File: config.mk
export PLATFORM = sky130hd
export DESIGN_NAME = casc_irq_ctrl
export DESIGN_NICKNAME = d
export VERILOG_FILES = /design/src/rtl/casc_irq_pkg.sv /design/src/rtl/irq_sync_edge.sv /design/src/rtl/irq_latch_bank.sv /design/src/rtl/irq_lowest.sv /design/src/rtl/casc_irq_ctrl.sv
export SDC_FILE = /design/constraint.sdc
export NUM_CORES = 1
export LEC_CHECK = 0
export BUFFER_PORTS_ARGS = -buffer_cell sky130_fd_sc_hd__buf_2
export CAP_MARGIN = 15
export CORE_AREA = 10 10 157 159
export CTS_CLUSTER_DIAMETER = 100
export DETAILED_ROUTE_END_ITERATION = 10
export DIE_AREA = 0 0 167 169
export PLACE_DENSITY = 0.65
export SYNTH_ARGS = -nofsm -noshare
export SYNTH_HDL_FRONTEND = slang
export SYNTH_SLANG_ARGS = --single-unit
File: constraint.sdc
create_clock -name clk -period 1.93 [get_ports clk]
set_input_delay 0.0965 -clock clk [delete_from_list [all_inputs] [get_ports clk]]
set_output_delay 0.0965 -clock clk [all_outputs]
set_load 0.03 [all_outputs]
File: src/rtl/casc_irq_pkg.sv
package casc_irq_pkg;
   localparam int unsigned ADDR_W = 3;

   typedef enum logic [ADDR_W-1:0] {
      SEL_PRI_STAT  = 3'd0,
      SEL_PRI_MASK  = 3'd1,
      SEL_PRI_LATCH = 3'd2,
      SEL_PRI_SET   = 3'd3,
      SEL_SEC_STAT  = 3'd4,
      SEL_SEC_MASK  = 3'd5
   } reg_sel_e;
endpackage

File: src/rtl/irq_sync_edge.sv
// Multi-stage synchroniser with one extra stage kept for rising-edge detection.
module irq_sync_edge #(
   parameter int unsigned W      = 32,
   parameter int unsigned STAGES = 2
) (
   input  logic         clk,
   input  logic         rst_n,
   input  logic [W-1:0] din,
   output logic [W-1:0] lvl,
   output logic [W-1:0] rise
);
   logic [STAGES:0][W-1:0] chain;

   always_ff @(posedge clk or negedge rst_n) begin
      if (!rst_n) chain <= '0;
      else        chain <= {chain[STAGES-1:0], din};
   end

   assign lvl  = chain[STAGES-1];
   assign rise = chain[STAGES-1] & ~chain[STAGES];
endmodule

File: src/rtl/irq_latch_bank.sv
// Sticky bits: a set input wins over a clear write in the same cycle.
module irq_latch_bank #(
   parameter int unsigned     W         = 32,
   parameter logic [W-1:0]    KEEP_MASK = '1
) (
   input  logic         clk,
   input  logic         rst_n,
   input  logic [W-1:0] set_i,
   input  logic         clr_we,
   input  logic [W-1:0] keep_i,
   output logic [W-1:0] q
);
   logic [W-1:0] held;

   assign held = clr_we ? (q & keep_i) : q;

   always_ff @(posedge clk or negedge rst_n) begin
      if (!rst_n) q <= '0;
      else        q <= (held | set_i) & KEEP_MASK;
   end
endmodule

File: src/rtl/irq_lowest.sv
// Finds the index of the lowest set bit.
module irq_lowest #(
   parameter int unsigned W     = 32,
   parameter int unsigned IDX_W = $clog2(W)
) (
   input  logic [W-1:0]     vec,
   output logic             any,
   output logic [IDX_W-1:0] idx
);
   always_comb begin
      idx = '0;
      for (int i = W - 1; i >= 0; i--) begin
         if (vec[i]) idx = IDX_W'(i);
      end
   end
   assign any = |vec;
endmodule

File: src/rtl/casc_irq_ctrl.sv
module casc_irq_ctrl #(
   parameter int unsigned     DATA_W         = 32,
   parameter int unsigned     SYNC_STAGES    = 2,
   parameter logic [DATA_W-1:0] PRI_EDGE_MASK  = 32'hF1CF_0000,
   parameter logic [DATA_W-1:0] PRI_SWSET_MASK = 32'h7000_0000,
   parameter logic [DATA_W-1:0] SEC_EDGE_MASK  = 32'h1041_0000,
   parameter int unsigned     SUM_HI_POS     = 4,
   parameter int unsigned     SUM_MID_POS    = 5,
   parameter int unsigned     SUM_LO_POS     = 6,
   parameter int unsigned     GRP_LO_TOP     = 7,
   parameter int unsigned     GRP_MID_TOP    = 15,
   localparam int unsigned    IDX_W          = $clog2(DATA_W),
   localparam int unsigned    VEC_W          = IDX_W + 1
) (
   input  logic                            clk,
   input  logic                            rst_n,
   input  logic [DATA_W-1:0]               pri_src,
   input  logic [DATA_W-1:0]               sec_src,
   input  logic                            reg_we,
   input  logic [casc_irq_pkg::ADDR_W-1:0] reg_addr,
   input  logic [DATA_W-1:0]               reg_wdata,
   output logic [DATA_W-1:0]               reg_rdata,
   output logic                            irq_req,
   output logic                            irq_vec_valid,
   output logic [VEC_W-1:0]                irq_vec
);
   import casc_irq_pkg::*;

   localparam logic [DATA_W-1:0] SUM_MASK = (DATA_W'(1) << SUM_HI_POS)
                                          | (DATA_W'(1) << SUM_MID_POS)
                                          | (DATA_W'(1) << SUM_LO_POS);

   initial begin
      assert (SYNC_STAGES >= 2) else $error("SYNC_STAGES must be at least 2");
      assert ((SUM_MASK & PRI_EDGE_MASK) == '0) else $error("summary bits cannot be edge bits");
      assert ((PRI_SWSET_MASK & ~PRI_EDGE_MASK) == '0) else $error("software-set bits must be edge bits");
      assert (GRP_LO_TOP < GRP_MID_TOP && GRP_MID_TOP < DATA_W - 1) else $error("bad group bounds");
      assert (DATA_W == 2 ** IDX_W) else $error("DATA_W must be a power of two");
   end

   // ---------------- secondary level ----------------
   logic [DATA_W-1:0] sec_lvl, sec_rise, sec_latch_q, sec_stat, sec_pend;
   logic [DATA_W-1:0] sec_mask_q, grp_en, sec_elig;
   logic              sum_hi, sum_mid, sum_lo;

   irq_sync_edge #(.W(DATA_W), .STAGES(SYNC_STAGES)) u_sec_sync (
      .clk(clk), .rst_n(rst_n), .din(sec_src), .lvl(sec_lvl), .rise(sec_rise));

   irq_latch_bank #(.W(DATA_W), .KEEP_MASK(SEC_EDGE_MASK)) u_sec_latch (
      .clk(clk), .rst_n(rst_n), .set_i(sec_rise),
      .clr_we(reg_we && reg_addr == SEL_SEC_STAT),
      .keep_i(reg_wdata), .q(sec_latch_q));

   assign sec_stat = (sec_lvl & ~SEC_EDGE_MASK) | sec_latch_q;
   assign sec_pend = sec_stat & sec_mask_q;
   assign sum_lo   = |sec_pend[GRP_LO_TOP:0];
   assign sum_mid  = |sec_pend[GRP_MID_TOP:GRP_LO_TOP+1];
   assign sum_hi   = |sec_pend[DATA_W-1:GRP_MID_TOP+1];

   // ---------------- primary level ----------------
   logic [DATA_W-1:0] pri_lvl, pri_rise, pri_latch_q, pri_stat, pri_pend;
   logic [DATA_W-1:0] pri_mask_q, sw_set, sum_vec;

   irq_sync_edge #(.W(DATA_W), .STAGES(SYNC_STAGES)) u_pri_sync (
      .clk(clk), .rst_n(rst_n), .din(pri_src), .lvl(pri_lvl), .rise(pri_rise));

   assign sw_set = (reg_we && reg_addr == SEL_PRI_SET) ? (reg_wdata & PRI_SWSET_MASK) : '0;

   irq_latch_bank #(.W(DATA_W), .KEEP_MASK(PRI_EDGE_MASK)) u_pri_latch (
      .clk(clk), .rst_n(rst_n), .set_i(pri_rise | sw_set),
      .clr_we(reg_we && reg_addr == SEL_PRI_LATCH),
      .keep_i(reg_wdata), .q(pri_latch_q));

   // Summary bits and the group enables that steer the secondary search.
   for (genvar g = 0; g < DATA_W; g++) begin : g_grp
      if (g <= GRP_LO_TOP) begin : g_lo
         assign grp_en[g] = pri_mask_q[SUM_LO_POS];
      end else if (g <= GRP_MID_TOP) begin : g_mid
         assign grp_en[g] = pri_mask_q[SUM_MID_POS];
      end else begin : g_hi
         assign grp_en[g] = pri_mask_q[SUM_HI_POS];
      end

      if (g == SUM_HI_POS) begin : g_shi
         assign sum_vec[g] = sum_hi;
      end else if (g == SUM_MID_POS) begin : g_smid
         assign sum_vec[g] = sum_mid;
      end else if (g == SUM_LO_POS) begin : g_slo
         assign sum_vec[g] = sum_lo;
      end else begin : g_snone
         assign sum_vec[g] = 1'b0;
      end
   end

   assign pri_stat = (pri_lvl & ~PRI_EDGE_MASK & ~SUM_MASK) | pri_latch_q | sum_vec;
   assign pri_pend = pri_stat & pri_mask_q;
   assign sec_elig = sec_pend & grp_en;

   // ---------------- resolution ----------------
   logic             pri_any, sec_any;
   logic [IDX_W-1:0] pri_idx, sec_idx;
   logic [VEC_W-1:0] vec_n;

   irq_lowest #(.W(DATA_W), .IDX_W(IDX_W)) u_pri_enc (.vec(pri_pend), .any(pri_any), .idx(pri_idx));
   irq_lowest #(.W(DATA_W), .IDX_W(IDX_W)) u_sec_enc (.vec(sec_elig), .any(sec_any), .idx(sec_idx));

   always_comb begin
      if (SUM_MASK[pri_idx] && sec_any) vec_n = {1'b1, sec_idx};
      else                              vec_n = {1'b0, pri_idx};
   end

   always_ff @(posedge clk or negedge rst_n) begin
      if (!rst_n) begin
         irq_req       <= 1'b0;
         irq_vec_valid <= 1'b0;
         irq_vec       <= '0;
      end else begin
         irq_req       <= pri_any;
         irq_vec_valid <= pri_any;
         irq_vec       <= pri_any ? vec_n : '0;
      end
   end

   // ---------------- registers ----------------
   always_ff @(posedge clk or negedge rst_n) begin
      if (!rst_n) begin
         pri_mask_q <= '0;
         sec_mask_q <= '0;
      end else if (reg_we) begin
         if (reg_addr == SEL_PRI_MASK) pri_mask_q <= reg_wdata;
         if (reg_addr == SEL_SEC_MASK) sec_mask_q <= reg_wdata;
      end
   end

   always_comb begin
      case (reg_addr)
         SEL_PRI_STAT:  reg_rdata = pri_stat;
         SEL_PRI_MASK:  reg_rdata = pri_mask_q;
         SEL_PRI_LATCH: reg_rdata = pri_latch_q;
         SEL_SEC_STAT:  reg_rdata = sec_stat;
         SEL_SEC_MASK:  reg_rdata = sec_mask_q;
         default:       reg_rdata = '0;
      endcase
   end
endmodule

==> flow_metrics.env, run 1 <==
export IMPL_grt_pass1_wl_mm=37.69
export IMPL_violations="setup timing"
export IMPL_placed_area_um2=9905
export IMPL_gr_total_overflow=0
export IMPL_dieArea_um2=28220
export IMPL_hp_start="reg_we"
export IMPL_io_pins=142
export IMPL_routabilityCongestion=0.8756
export IMPL_cts_root_buf="clkbuf_16"
export IMPL_finalInstanceArea_um2=11940
export IMPL_place_port_buffers=138
export IMPL_cpPeakStageDelay_ns=0.53
export IMPL_synth_edf_count=0
export IMPL_clkTransAtPathRegs_ns=0.06
export IMPL_critical_path_cell_chain="a22oi_2, nand4_1, mux4_2, nor2b_1, buf_4"
export IMPL_avgRoutedWirePerCell_um=18.86
export IMPL_slew_headroom_pct=63.27
export IMPL_crit_fanout=3
export IMPL_ant_nets=0
export IMPL_diodes=0
export IMPL_synth_top_flop_cell="dfrtp_1"
export IMPL_synthArstFlopShare_pct=100.0
export IMPL_ys_types=54
export IMPL_clk_path_buf_depth=3
export IMPL_hp_class="primary input to flip-flop"
export IMPL_synth_top_area_cell="dfrtp_1"
export IMPL_postLayoutSetupSlackWorst_ns=-0.4212
export IMPL_dp_slack_ns=-0.1643
export IMPL_rsz0062_at_grt="yes"
export IMPL_yosysWarnings=0
export IMPL_drt_pre_antenna_iters=5
export IMPL_synth_seq_cells=221
export IMPL_worst_slew_pin_slew_ns=0.5509
export IMPL_critPathLaunch="u_sec_sync.lvl[15]"
export IMPL_cp_slowest_cell="mux4_2"
export IMPL_power_density_nw_per_um2=1096
export IMPL_status="complete, but fails checks"
export IMPL_track_usage_pct=16.30
export IMPL_cap_viol_max_count=0
export IMPL_critPathBufInv=1
export IMPL_synth_commonest_cells="221 x dfrtp_1, 100 x nand2_1, 75 x a22oi_1, 63 x mux2_2, 34 x o21ai_0"
export IMPL_core_area_um2=21550
export IMPL_antenna_found_initial=0
export IMPL_first_global_vias=6920
export IMPL_start_kind="flip-flop"
export IMPL_numCtsBuffers=24
export IMPL_finalCriticalPeriod_ns=2.351
export IMPL_vias_per_cell=5.100
export IMPL_avgSynthCellArea_um2=12.80
export IMPL_grt_max_degree=74
export IMPL_synth_most_common_cell="dfrtp_1"
export IMPL_die_h_um=169
export IMPL_final_net_count=1069
export IMPL_critPathKind="flip-flop to output pin"
export IMPL_synth_area_um2=8438
export IMPL_timing_rr_start="sec_mask_q[22]"
export IMPL_layout_drive_gt1_share_pct=35.74
export IMPL_routed_wl_mm=23.86
export IMPL_htreeDepth=1
export IMPL_required_ns=1.83
export IMPL_synth_area_leaders="dfrtp_1 66%, mux2_2 8.4%, a22oi_1 6.7%, nand2_1 4.4%, o21ai_0 2.0%"
export IMPL_min_period_over_period_pct=121.8
export IMPL_drc=0
export IMPL_initial_core_util_pct=39.15
export IMPL_vias=6452
export IMPL_worstSetupEndpointType="output pin"
export IMPL_area_growth_pct=41.49
export IMPL_max_freq_ghz=0.4253
export IMPL_crit_family="multiplexers"
export IMPL_hold_violations=0
export IMPL_cts_sinks=221
export IMPL_cts_tree="built"
export IMPL_skew_ns=0.02168
export IMPL_ir_worst_vdd_v=0.0007021
export IMPL_drtIter0Drc=518
export IMPL_die_x_um=167
export IMPL_rows=54
export IMPL_timing_hold_ws_ns=0.1204
export IMPL_clkLatencyLatePin_ns=0.52
export IMPL_final_setup_viol_count=4
export IMPL_arrival_ns=2.25
export IMPL_synthesis_nets=761
export IMPL_synth_cells=659
export IMPL_dp_hpwl_mm=16.82
export IMPL_yosysTopAreaCellShare_pct=65.54
export IMPL_static_leakage_power_nw=5.515
export IMPL_slew_viol_final=0
export IMPL_synth_yosys_seq_area_share_pct=65.54
-- tightest hold or removal path, cell delays in order --
cell and delay, ns:
buf_2 0.14, nand2_1 0.18, o21ai_0 0.11, o21ai_0 0.07
-- logic make-up after synthesis --
group / count (synthesis) / synth area share, %
flops: 221 / 65.54
simple gates: 163 / 8.852
compound gates: 168 / 14.78
mux: 66 / 8.912
buf+inv: 41 / 1.913
-- placed cells by master, fill, tap and decap left out, types with 3 or more instances in the layout --
cell type      count
nand4_1            5
clkinvlp_4         4
inv_1             17
a31oi_1            6
clkbuf_8           4
nand3_1           18
a22oi_2           11
buf_2            134
and2_1             6
nand2_2            3
nor2_1            10
buf_4             71
mux2_2            63
bufinv_16          4
a22oi_1           65
clkinv_2           5
dlygate4sd3_1     94
clkbuf_16         24
a32o_1             5
o21ai_0           33
dfrtp_1          221
a22o_1             4
a22oi_4            3
a21oi_1           14
nand2_1           99
buf_12             5
o22ai_1            4
-- where the power goes --
group / internal, mW / total [mW] / switching (mW) / leakage, nW
Sequential: 5.14 / 5.57 / 0.433 / 2.57
Combinational: 1.27 / 2.69 / 1.42 / 2.54
Clock: 2.98 / 4.83 / 1.85 / 0.410
-- per-layer routing --
layer	share of wire [%]	GRT usage, %
met1	45	22.09
met2	48	26.75
met3	5.8	2.872
met4	1.6	3.589
met5	0	0
-- final cells by class --
cell class,instances,area (um^2)
clock inverter,14,191.4
timing repair buffer,306,2271
clock buffer,30,663.1
tap,280,350.3
inverter,17,63.81
fill,1779,9614
sequential,221,5530
multi-input combinational,397,2869
-- registers in the layout, indices dropped and copies added, names as in the netlist --
name / count
u_pri_sync.chain: 40
u_sec_sync.chain: 35
pri_mask_q: 32
sec_mask_q: 32
u_sec_sync.lvl: 32
u_pri_sync.lvl: 29
u_pri_latch.q: 11
irq_vec: 6
u_sec_latch.q: 3
irq_vec_valid: 1
-- final timing paths --
check | cells after the start | slack [ns] | endpoint
worst max-delay path | 5 | -0.42 | reg_rdata[5]
worst min-delay path | 4 | 0.12 | u_sec_latch.q[28]
worst max register to register | 7 | -0.11 | irq_vec[0]
worst min register to register | 0 | 0.34 | u_sec_sync.lvl[15]
max in group asynchronous | 3 | 1.10 | irq_vec[4]
min in group asynchronous | 2 | 0.13 | u_sec_sync.chain[22]
-- through the flow --
stage	TNS [ns]	util (%)	power [mW]	std cells
6_report	-0.8541	55.39	13.09	1265
3_5_place_dp	-0.3666	45.95	7.955	1111
4_1_cts	-0.8701	55.12	13.11	1263
5_1_grt	-1.482	55.39	13.66	1265
2_1_floorplan	0	-	6.905	659
3_3_place_gp	-0.09965	45.95	7.909	1111
-- what timing repair did --
action | 4_1_cts | 5_1_grt
buffers inserted | 14 | 2
endpoints found under the hold margin | 266 | 0
endpoints found under the setup margin | 7 | 8
gates resized for setup | 18 | 8
pin swaps | 17 | 4
hold buffers | 94 | 0
Note: power is estimated with default switching activity, not from simulation.
==> run 2: changes to the inputs <==
- CORE_AREA: 10 10 157 159 -> 2 2 149 151
- DIE_AREA: 0 0 167 169 -> 0 0 151 153
==> flow_metrics.env, run 2 (synthesized netlist as in run 1, its figures left out) <==
export IMPL_status="complete, but fails checks"
export IMPL_violations="setup timing"
export IMPL_io_pins=142
export IMPL_cts_sinks=221
export IMPL_worstSetupEndpointType="output pin"
export IMPL_postLayoutSetupSlackWorst_ns=-0.3608
export IMPL_numCtsBuffers=24
export IMPL_slew_viol_final=0
export IMPL_finalCriticalPeriod_ns=2.291
export IMPL_final_setup_viol_count=5
export IMPL_arrival_ns=2.19
export IMPL_cts_tree="built"
export IMPL_slew_headroom_pct=60.32
export IMPL_final_common_cell="dfrtp_1"
export IMPL_track_usage_pct=19.74
export IMPL_critPathKind="flip-flop to output pin"
export IMPL_area_growth_pct=42.47
export IMPL_static_leakage_power_nw=5.551
export IMPL_largest_register="u_pri_sync.chain"
export IMPL_hold_violations=0
export IMPL_drt_pre_antenna_iters=5
export IMPL_dp_slack_ns=-0.08555
export IMPL_hp_start="reg_we"
export IMPL_ir_worst_vdd_v=0.0006225
export IMPL_holdPathEnd="u_sec_latch.q[28]"
export IMPL_clk_path_buf_depth=3
export IMPL_crit_fanout=2
export IMPL_antenna_found_initial=0
export IMPL_clkTransAtPathRegs_ns=0.06
export IMPL_power_density_nw_per_um2=1087
export IMPL_final_cell_mix="221 x dfrtp_1, 134 x buf_2, 98 x nand2_1"
export IMPL_grt_max_degree=74
export IMPL_routed_wl_mm=22.69
export IMPL_grt_pass1_wl_mm=35.42
export IMPL_largest_reg_flops=40
export IMPL_layout_drive_gt1_share_pct=36.49
export IMPL_first_global_vias=6523
export IMPL_vias=6477
export IMPL_cap_viol_max_count=0
export IMPL_multiInputGateArea_um2=2900
export IMPL_initial_core_util_pct=39.27
export IMPL_drtIter0Drc=481
export IMPL_reg2reg_depth=7
export IMPL_routabilityCongestion=0.8702
export IMPL_hp_class="primary input to flip-flop"
export IMPL_htreeDepth=1
export IMPL_dp_hpwl_mm=15.31
export IMPL_final_net_count=1078
export IMPL_rows=54
export IMPL_worst_slew_pin_slew_ns=0.5953
export IMPL_cts_root_buf="clkbuf_16"
export IMPL_vias_per_cell=5.092
export IMPL_timing_hold_ws_ns=0.08756
export IMPL_place_port_buffers=138
export IMPL_diodes=0
export IMPL_min_period_over_period_pct=118.7
export IMPL_die_x_um=151
export IMPL_die_h_um=153
export IMPL_timing_rr_start="sec_mask_q[29]"
export IMPL_nFillCells=1839
export IMPL_max_freq_ghz=0.4365
export IMPL_avgRoutedWirePerCell_um=17.84
export IMPL_regArea_um2=5530
export IMPL_gr_total_overflow=0
export IMPL_required_ns=1.83
export IMPL_dieArea_um2=23100
export IMPL_drc=0
export IMPL_start_kind="flip-flop"
export IMPL_clkLatencyLatePin_ns=0.51
export IMPL_core_area_um2=21490
export IMPL_worstReg2RegEnd="irq_vec_valid"
export IMPL_skew_ns=0.005981
export IMPL_whs_path_depth=4
export IMPL_rsz0062_at_grt="yes"
export IMPL_rrSetupSlack_ns=-0.08
export IMPL_ant_nets=0
export IMPL_reg_top3="u_pri_sync.chain (40), u_sec_sync.chain (35)"
-- run 2: worst max-delay path, stage by stage (launching register included) --
cell and delay, ns:
dfrtp_1 0.39, a22oi_2 0.26, nand4_1 0.21, mux4_2 0.51, nor2b_1 0.14, buf_4 0.17
-- run 2: routing by layer --
layer | up-vias | GRT usage, % | wire length [um]
li1 | 3038 | - | -
met1 | 3176 | 28.67 | 10290
met2 | 223 | 31.08 | 10530
met3 | 40 | 2.955 | 1349
met4 | 0 | 5.518 | 526
met5 | - | 0 | 0
-- run 2: area by class of cell --
| cell class | count | area share [%] |
|---|---|---|
| well taps | 280 | 2.914 |
| multi-input cells | 397 | 24.13 |
| inverters | 17 | 0.5308 |
| clock buffers | 30 | 5.443 |
| flip-flops and latches | 221 | 46.00 |
| clock inverters | 12 | 1.395 |
| repair buffers | 315 | 19.59 |
-- run 2: repair_timing --
item	4_1_cts	5_1_grt
gates resized for setup	20	12
buffers inserted	16	10
endpoints found under the hold margin	234	0
pin swaps	17	14
hold buffers	94	0
endpoints found under the setup margin	5	8
-- run 2: power breakdown --
group | internal [mW] | switching (mW)
Combinational | 1.34 | 1.42
Sequential | 5.14 | 0.444
Clock | 2.93 | 1.79
Total | 9.41 | 3.65
-- run 2: worst max-delay path by stage --
stage	startpoint	endpoint	slack [ns]	cells past startpoint
2_1_floorplan	u_sec_latch.q[22]	irq_vec_valid	0.008	5
3_3_place_gp	u_sec_sync.lvl[21]	irq_vec[0]	-0.05	7
3_5_place_dp	u_sec_sync.lvl[21]	irq_vec[0]	-0.09	7
4_1_cts	sec_mask_q[10]	reg_rdata[5]	-0.35	5
5_1_grt	u_sec_sync.lvl[10]	reg_rdata[5]	-0.46	5
6_report	u_sec_sync.lvl[10]	reg_rdata[5]	-0.36	5
-- run 2: metrics by stage --
step | cells | utilization [%] | cell area (um^2) | total power, mW | setup TNS, ns
after floorplan | 659 | - | 8438 | 6.905 | 0
after global placement | 1111 | 46.16 | 9917 | 7.915 | -0.06673
after CTS | 1263 | 55.33 | 11890 | 13.03 | -0.7888
after detailed placement | 1111 | 46.16 | 9917 | 7.952 | -0.1257
after global routing | 1272 | 55.95 | 12020 | 13.67 | -1.277
final | 1272 | 55.95 | 12020 | 13.06 | -0.7813
